[src/rtl/jtag_bs_pkg.sv]
package jtag_bs_pkg;

  localparam int IR_W = 4;
  localparam int ID_W = 32;

  localparam logic [IR_W-1:0] OP_EXTEST = 4'h0;
  localparam logic [IR_W-1:0] OP_IDCODE = 4'h1;
  localparam logic [IR_W-1:0] OP_SAMPLE = 4'h2;
  localparam logic [IR_W-1:0] OP_BYPASS = 4'hF;

  typedef enum logic [3:0] {
    TS_RESET,
    TS_IDLE,
    TS_SEL_DR,
    TS_CAP_DR,
    TS_SH_DR,
    TS_EX1_DR,
    TS_PAU_DR,
    TS_EX2_DR,
    TS_UPD_DR,
    TS_SEL_IR,
    TS_CAP_IR,
    TS_SH_IR,
    TS_EX1_IR,
    TS_PAU_IR,
    TS_EX2_IR,
    TS_UPD_IR
  } tap_state_e;

endpackage

[src/rtl/jtag_tap_fsm.sv]
module jtag_tap_fsm
  import jtag_bs_pkg::*;
(
  input  logic       tck,
  input  logic       rst_n,
  input  logic       tms,
  output tap_state_e state
);

  tap_state_e state_q, state_d;

  always_comb begin
    state_d = state_q;
    unique case (state_q)
      TS_RESET:  state_d = tms ? TS_RESET  : TS_IDLE;
      TS_IDLE:   state_d = tms ? TS_SEL_DR : TS_IDLE;
      TS_SEL_DR: state_d = tms ? TS_SEL_IR : TS_CAP_DR;
      TS_CAP_DR: state_d = tms ? TS_EX1_DR : TS_SH_DR;
      TS_SH_DR:  state_d = tms ? TS_EX1_DR : TS_SH_DR;
      TS_EX1_DR: state_d = tms ? TS_UPD_DR : TS_PAU_DR;
      TS_PAU_DR: state_d = tms ? TS_EX2_DR : TS_PAU_DR;
      TS_EX2_DR: state_d = tms ? TS_UPD_DR : TS_SH_DR;
      TS_UPD_DR: state_d = tms ? TS_SEL_DR : TS_IDLE;
      TS_SEL_IR: state_d = tms ? TS_RESET  : TS_CAP_IR;
      TS_CAP_IR: state_d = tms ? TS_EX1_IR : TS_SH_IR;
      TS_SH_IR:  state_d = tms ? TS_EX1_IR : TS_SH_IR;
      TS_EX1_IR: state_d = tms ? TS_UPD_IR : TS_PAU_IR;
      TS_PAU_IR: state_d = tms ? TS_EX2_IR : TS_PAU_IR;
      TS_EX2_IR: state_d = tms ? TS_UPD_IR : TS_SH_IR;
      TS_UPD_IR: state_d = tms ? TS_SEL_DR : TS_IDLE;
      default:   state_d = TS_RESET;
    endcase
  end

  always_ff @(posedge tck or negedge rst_n) begin
    if (!rst_n) state_q <= TS_RESET;
    else        state_q <= state_d;
  end

  assign state = state_q;

  // Run length of consecutive TMS-high clocks, saturating at five.
  logic [2:0] tms_run;
  always_ff @(posedge tck or negedge rst_n) begin
    if (!rst_n)              tms_run <= 3'd0;
    else if (!tms)           tms_run <= 3'd0;
    else if (tms_run != 3'd5) tms_run <= tms_run + 3'd1;
  end

  assert_five_tms_reset_R1: assert property (@(posedge tck) disable iff (!rst_n)
    (tms_run == 3'd5) |-> (state_q == TS_RESET));

  assert_reset_exit_R1: assert property (@(posedge tck) disable iff (!rst_n)
    (state_q == TS_RESET && !tms) |=> (state_q == TS_IDLE));

endmodule

[src/rtl/jtag_bscan_chain.sv]
module jtag_bscan_chain #(
  parameter int NUM_IO = 4
) (
  input  logic                tck,
  input  logic                rst_n,
  input  logic                cap_en,
  input  logic                shift_en,
  input  logic                upd_en,
  input  logic                tdi,
  input  logic [3*NUM_IO-1:0] cap_vec,
  output logic                so,
  output logic [3*NUM_IO-1:0] upd_vec
);

  localparam int CH = 3 * NUM_IO;

  logic [CH-1:0] sh_q, sh_d, up_q, up_d;

  // Bit 0 is fed from TDI, so the first bit shifted in ends up at the top.
  for (genvar b = 0; b < CH; b++) begin : g_cell
    logic src;
    if (b == 0) begin : g_head
      assign src = tdi;
    end else begin : g_link
      assign src = sh_q[b-1];
    end
    always_comb begin
      if (cap_en)        sh_d[b] = cap_vec[b];
      else if (shift_en) sh_d[b] = src;
      else               sh_d[b] = sh_q[b];
    end
  end

  always_comb up_d = upd_en ? sh_q : up_q;

  always_ff @(posedge tck or negedge rst_n) begin
    if (!rst_n) begin
      sh_q <= '0;
      up_q <= '0;
    end else begin
      sh_q <= sh_d;
      up_q <= up_d;
    end
  end

  assign so      = sh_q[CH-1];
  assign upd_vec = up_q;

  assert_upd_hold_R10: assert property (@(posedge tck) disable iff (!rst_n)
    !upd_en |=> $stable(up_q));

  assert_cap_load_R7: assert property (@(posedge tck) disable iff (!rst_n)
    cap_en |=> (sh_q == $past(cap_vec)));

endmodule

[src/rtl/jtag_bscan_top.sv]
module jtag_bscan_top
  import jtag_bs_pkg::*;
#(
  parameter int          NUM_IO   = 4,
  parameter logic [31:0] ID_VALUE = 32'h4B1D_7A03
) (
  input  logic              tck,
  input  logic              trst_n,
  input  logic              tms,
  input  logic              tdi,
  output logic              tdo,
  output logic              tdo_en,
  input  logic [NUM_IO-1:0] core_out,
  input  logic [NUM_IO-1:0] core_oe,
  output logic [NUM_IO-1:0] core_in,
  input  logic [NUM_IO-1:0] pad_in,
  output logic [NUM_IO-1:0] pad_out,
  output logic [NUM_IO-1:0] pad_oe
);

  localparam int CH = 3 * NUM_IO;

  // Reset: asserted at once, released on a TCK edge.
  logic [1:0] rst_pipe;
  logic       rst_n;
  always_ff @(posedge tck or negedge trst_n) begin
    if (!trst_n) rst_pipe <= 2'b00;
    else         rst_pipe <= {rst_pipe[0], 1'b1};
  end
  assign rst_n = rst_pipe[1];

  tap_state_e state;

  jtag_tap_fsm u_fsm (
    .tck   (tck),
    .rst_n (rst_n),
    .tms   (tms),
    .state (state)
  );

  // Instruction register: shift stage LSB first, plus the active instruction.
  logic [IR_W-1:0] ir_sr, ir_sr_d, ir_q, ir_q_d;

  always_comb begin
    ir_sr_d = ir_sr;
    if (state == TS_CAP_IR)     ir_sr_d = {{(IR_W-2){1'b0}}, 2'b01};
    else if (state == TS_SH_IR) ir_sr_d = {tdi, ir_sr[IR_W-1:1]};
    ir_q_d = ir_q;
    if (state == TS_RESET)       ir_q_d = OP_IDCODE;
    else if (state == TS_UPD_IR) ir_q_d = ir_sr;
  end

  always_ff @(posedge tck or negedge rst_n) begin
    if (!rst_n) begin
      ir_sr <= '0;
      ir_q  <= OP_IDCODE;
    end else begin
      ir_sr <= ir_sr_d;
      ir_q  <= ir_q_d;
    end
  end

  logic sel_ext, sel_smp, sel_id, sel_bs;
  assign sel_ext = (ir_q == OP_EXTEST);
  assign sel_smp = (ir_q == OP_SAMPLE);
  assign sel_id  = (ir_q == OP_IDCODE);
  assign sel_bs  = sel_ext | sel_smp;

  // Identity and bypass registers.
  logic [ID_W-1:0] id_sr, id_sr_d;
  logic            byp_q, byp_d;

  always_comb begin
    id_sr_d = id_sr;
    byp_d   = byp_q;
    if (state == TS_CAP_DR) begin
      if (sel_id) id_sr_d = ID_VALUE;
      byp_d = 1'b0;
    end else if (state == TS_SH_DR) begin
      if (sel_id) id_sr_d = {tdi, id_sr[ID_W-1:1]};
      byp_d = tdi;
    end
  end

  always_ff @(posedge tck or negedge rst_n) begin
    if (!rst_n) begin
      id_sr <= '0;
      byp_q <= 1'b0;
    end else begin
      id_sr <= id_sr_d;
      byp_q <= byp_d;
    end
  end

  // Boundary chain.
  logic [CH-1:0] cap_vec, upd_vec;
  logic          bs_so;

  for (genvar i = 0; i < NUM_IO; i++) begin : g_io
    assign cap_vec[3*i]   = pad_in[i];
    assign cap_vec[3*i+1] = pad_out[i];
    assign cap_vec[3*i+2] = pad_oe[i];
    assign core_in[i] = sel_ext ? upd_vec[3*i]   : pad_in[i];
    assign pad_out[i] = sel_ext ? upd_vec[3*i+1] : core_out[i];
    assign pad_oe[i]  = sel_ext ? upd_vec[3*i+2] : core_oe[i];
  end

  jtag_bscan_chain #(.NUM_IO(NUM_IO)) u_chain (
    .tck      (tck),
    .rst_n    (rst_n),
    .cap_en   (state == TS_CAP_DR && sel_bs),
    .shift_en (state == TS_SH_DR && sel_bs),
    .upd_en   (state == TS_UPD_DR && sel_bs),
    .tdi      (tdi),
    .cap_vec  (cap_vec),
    .so       (bs_so),
    .upd_vec  (upd_vec)
  );

  // TDO path, retimed to falling TCK.
  logic tdo_bit, shifting, tdo_q, tdo_en_q;

  always_comb begin
    tdo_bit  = 1'b1;
    shifting = 1'b0;
    if (state == TS_SH_IR) begin
      tdo_bit  = ir_sr[0];
      shifting = 1'b1;
    end else if (state == TS_SH_DR) begin
      shifting = 1'b1;
      if (sel_bs)      tdo_bit = bs_so;
      else if (sel_id) tdo_bit = id_sr[0];
      else             tdo_bit = byp_q;
    end
  end

  always_ff @(negedge tck or negedge rst_n) begin
    if (!rst_n) begin
      tdo_q    <= 1'b1;
      tdo_en_q <= 1'b0;
    end else begin
      tdo_q    <= tdo_bit;
      tdo_en_q <= shifting;
    end
  end

  assign tdo    = tdo_q;
  assign tdo_en = tdo_en_q;

  assert_tdo_en_shift_R11: assert property (@(posedge tck) disable iff (!rst_n)
    tdo_en |-> (state == TS_SH_DR || state == TS_SH_IR));

  assert_tdo_idle_high_R11: assert property (@(posedge tck) disable iff (!rst_n)
    !tdo_en |-> tdo);

  assert_ir_capture_R3: assert property (@(posedge tck) disable iff (!rst_n)
    (state == TS_CAP_IR) |=> (ir_sr[1:0] == 2'b01));

  assert_tlr_idcode_R2: assert property (@(posedge tck) disable iff (!rst_n)
    (state == TS_RESET) |=> (ir_q == OP_IDCODE));

endmodule

[config.mk]
export PLATFORM = sky130hd
export DESIGN_NAME = jtag_bscan_top
export DESIGN_NICKNAME = d
export VERILOG_FILES = /design/src/rtl/jtag_bs_pkg.sv /design/src/rtl/jtag_tap_fsm.sv /design/src/rtl/jtag_bscan_chain.sv /design/src/rtl/jtag_bscan_top.sv
export SDC_FILE = /design/constraint.sdc
export NUM_CORES = 1
export LEC_CHECK = 0
export BUFFER_PORTS_ARGS = -buffer_cell sky130_fd_sc_hd__buf_2
export CAP_MARGIN = 5
export CORE_ASPECT_RATIO = 0.9
export CORE_MARGIN = 2
export CORE_UTILIZATION = 49
export DETAILED_ROUTE_END_ITERATION = 12
export MAX_ROUTING_LAYER = met4
export PLACE_DENSITY_LB_ADDON = 0.25
export REMOVE_ABC_BUFFERS = 1
export SLEW_MARGIN = 20
export SYNTH_ARGS = -nofsm -noshare
export SYNTH_HDL_FRONTEND = slang
export SYNTH_SLANG_ARGS = --single-unit
[constraint.sdc]
create_clock -name tck -period 3.03 [get_ports tck]
set_input_delay 0.606 -clock tck [delete_from_list [all_inputs] [get_ports tck]]
set_output_delay 0.606 -clock tck [all_outputs]
set_load 0.005 [all_outputs]
==> summary.md <==
| Metric | Value |
|---|---|
| Seq/Total Area, Yosys | 54.1% |
| Cts hold-fix bufs | 0 |
| Required time worst endpoint | 2.42 ns |
| Area contributors post-synth | dfrtp_1 (52%), nand2_1 (8.3%), mux2_2 (6.0%), o21ai_1 (4.6%), mux2i_1 (3.6%) |
| Leak Pwr | 1.73 nW |
| Clk_skew | 0.0369 ns |
| Crit. End Element | primary output |
| Most frequent cells in the layout | nand2_1 (75), dfrtp_1 (69), o21ai_1 (31) |
| Final GP Congestion | 0.857 |
| Setup tns final | -0.0714 ns |
| Cts bufs inserted | 9 |
| Cell taking the most area after synthesis | dfrtp_1 |
| Die Y | 82.8 um |
| Crit-path max FO | 1 |
| Post-synth EDFFs | 0 |
| Clk slew on worst S/H paths | 0.07 ns |
| Status | finished, violations left |
| Post-CTS Setup Bufs | 0 |
| Die Wd | 91.6 um |
| Post-cts sizing count | 0 |
| RSZ-0062 raised after global routing | true |
| Max stage delay on crit path | 0.51 ns |
| Mapped Area | 3380 sq um |
| Routed len/inst | 13.5 um |
| First drt pass iteration count | 4 |
| Clock Path Buffers | 2 |
| Simple-gate area share of the yosys netlist | 16.3% |
| Largest family of logic cells by synthesized area | simple AND/OR/NAND/NOR gates |
| Fin worst setup slack | -0.0714 ns |
| Adder-cell area share of the yosys netlist | 0% |
| TritonCTS clock tree | built |
| Crit path cell chain | buf_6 |
| Failing checks | negative setup slack |
| Worst Max-Slew Pin Slew | 0.843 ns |
| Most common cell after layout, fill and taps aside | nand2_1 |
| Routed wire length | 6160 um |
| Syn avg cell area | 10.1 sq um |
| Dpl hpwl | 4020 um |
| Initial core utilization | 51.1% |
| Synth-to-layout area growth | 11.9% |
| Peak supply drop | 0.497 mV |
| Yosys top cell area share | 51.8% |
| Vias per cell | 5.19 |
| Core Region | 6620 sq um |
| Setup-failing EPs final | 1 |
| Root buffer cell | clkbuf_8 |
| CP Launch Type | flip-flop |
| Distinct cells, synth | 43 |
| Crit path DAT | 2.50 ns |
| Fillcell total | 563 |
| Hold Path Class | primary input to async pin |
| PD cells | 916 nW/um^2 |
| FP Rows | 28 |
| Compound-gate portion of the synthesized area | 12.6% |
| Syn. warnings | 0 |
| N_diodes | 0 |
| Critical path type | flip-flop to primary output |
| Buf/Inv on CP | 1 |
| DRC | 0 |
| Delay-heaviest family, CP | flip-flops |
| IO buf count | 29 |
| Nets | 377 |
| Iteration-0 DRC Markers | 127 |
| Vias in the first global route | 2209 |
| Multiplexer share of the synthesized area | 12.2% |
| Total design power | 3.47 mW |
| Slowest CP cell | dfstp_2 |
| Total GRT Usage | 18.4% |
| First-pass GRT wire length | 10800 um |
| Clock sinks | 73 |
| H-tree Lvls | 3 |
| Latest clock arrival within the worst-skew pair | 0.38 ns |
| Post-Synth XOR/XNOR Area | 0.259% |
| Cell count after synthesis | 334 |
| Post-synth top flop | dfrtp_1 |
| Max-cap viol count | 0 |
| Max_slew headroom | 43.8% |
| Post-synth ARST share | 100% |
| Share of layout cells above drive strength 1 | 23.8% |
| Largest net degree at the start of global routing | 70 |
| Final hold viol count | 0 |
| Gr ovfl total | 0 |
| Full die area | 7590 sq um |
| Final ANT Viol Nets | 0 |
| # IOs | 30 |
| Fin. max-slew vios | 0 |
| Initial antenna violation count | 0 |
| Post-synthesis register bit count | 73 |
| Via Count | 2362 |
-- kinds of logic after synthesis --
logic type | after synthesis
simple gates | 121
compound gates | 74
flops | 73
mux | 36
buf+inv | 28
xor+xnor | 1
other cells | 1
-- registers in the layout, summed over array words and instances (netlist names) --
name / count
byp_q: 1
id_sr: 32
ir_q: 4
ir_sr: 4
rst_pipe: 2
tdo: 1
tdo_en: 1
u_chain.sh_q: 12
u_chain.upd_vec: 12
u_fsm.state: 4
-- stage by stage --
| step | utilization, % | hold slack (ns) | worst slack, ns | instance area [sq um] | instances |
|---|---|---|---|---|---|
| floorplan | - | 0.310 | -0.552 | 3250 | 311 |
| detailed placement | 54.2 | 0.342 | 0.248 | 3590 | 440 |
| finish | 57.2 | 0.0219 | -0.0714 | 3790 | 455 |
| global route | 57.2 | 0.0154 | -0.109 | 3790 | 455 |
| CTS | 57.1 | 0.0148 | -0.0807 | 3780 | 455 |
| global placement | 54.2 | 0.338 | 0.249 | 3590 | 440 |
-- final cells by class --
cell class	instances	area (sq um)	share of cell area (%)
Clock inverter	6	60.1	1.59
Inverter	4	15.0	0.397
Sequential cell	73	1830	48.3
Multi-Input combinational cell	233	1400	37.1
Timing Repair Buffer	39	226	5.98
Clock buffer	10	138	3.64
Tap cell	90	113	2.97
-- final timing paths --
path	startpoint	to	slack [ns]	depth (start not counted)
min reg2reg	rst_pipe[0]$_DFF_PN0_	rst_pipe[1]$_DFF_PN0_	0.35	0
max in group asynchronous	rst_pipe[1]$_DFF_PN0_	tdo$_DFF_NN1_	1.30	0
max	tdo$_DFF_NN1_	tdo	-0.07	1
max reg2reg	ir_q[0]$_DFFE_PN1P_	tdo$_DFF_NN1_	0.28	3
min in group tck	rst_pipe[0]$_DFF_PN0_	rst_pipe[1]$_DFF_PN0_	0.35	0
min	trst_n	rst_pipe[1]$_DFF_PN0_	0.02	1
-- report_power, final --
part | leakage, nW | internal [mW] | switching (mW) | total, mW
registers | 0.918 | 1.32 | 0.215 | 1.53
logic | 0.709 | 0.496 | 0.687 | 1.18
clock network | 0.0996 | 0.397 | 0.357 | 0.754
total | 1.73 | 2.21 | 1.26 | 3.47
-- layer usage --
layer	track usage [%]	routed length (um)
met1	25.5	3050
met2	25.1	2720
met3	5.44	307
met4	7.85	82
met5	-	0
-- synthesized netlist by cell type, types with 2 or more instances --
| master | instances |
|---|---|
| a21oi_1 | 8 |
| a221oi_1 | 3 |
| buf_2 | 14 |
| buf_6 | 3 |
| clkbuf_1 | 4 |
| dfrtp_1 | 70 |
| dfstp_2 | 2 |
| inv_1 | 5 |
| mux2_2 | 18 |
| mux2_4 | 6 |
| mux2i_1 | 12 |
| nand2_1 | 75 |
| nand2b_1 | 3 |
| nand3_1 | 2 |
| nor2_1 | 22 |
| nor2b_1 | 4 |
| nor3_1 | 4 |
| o21ai_0 | 20 |
| o21ai_1 | 31 |
| o22ai_1 | 4 |
| or3_1 | 2 |
Note: power is estimated with default switching activity, not from simulation.
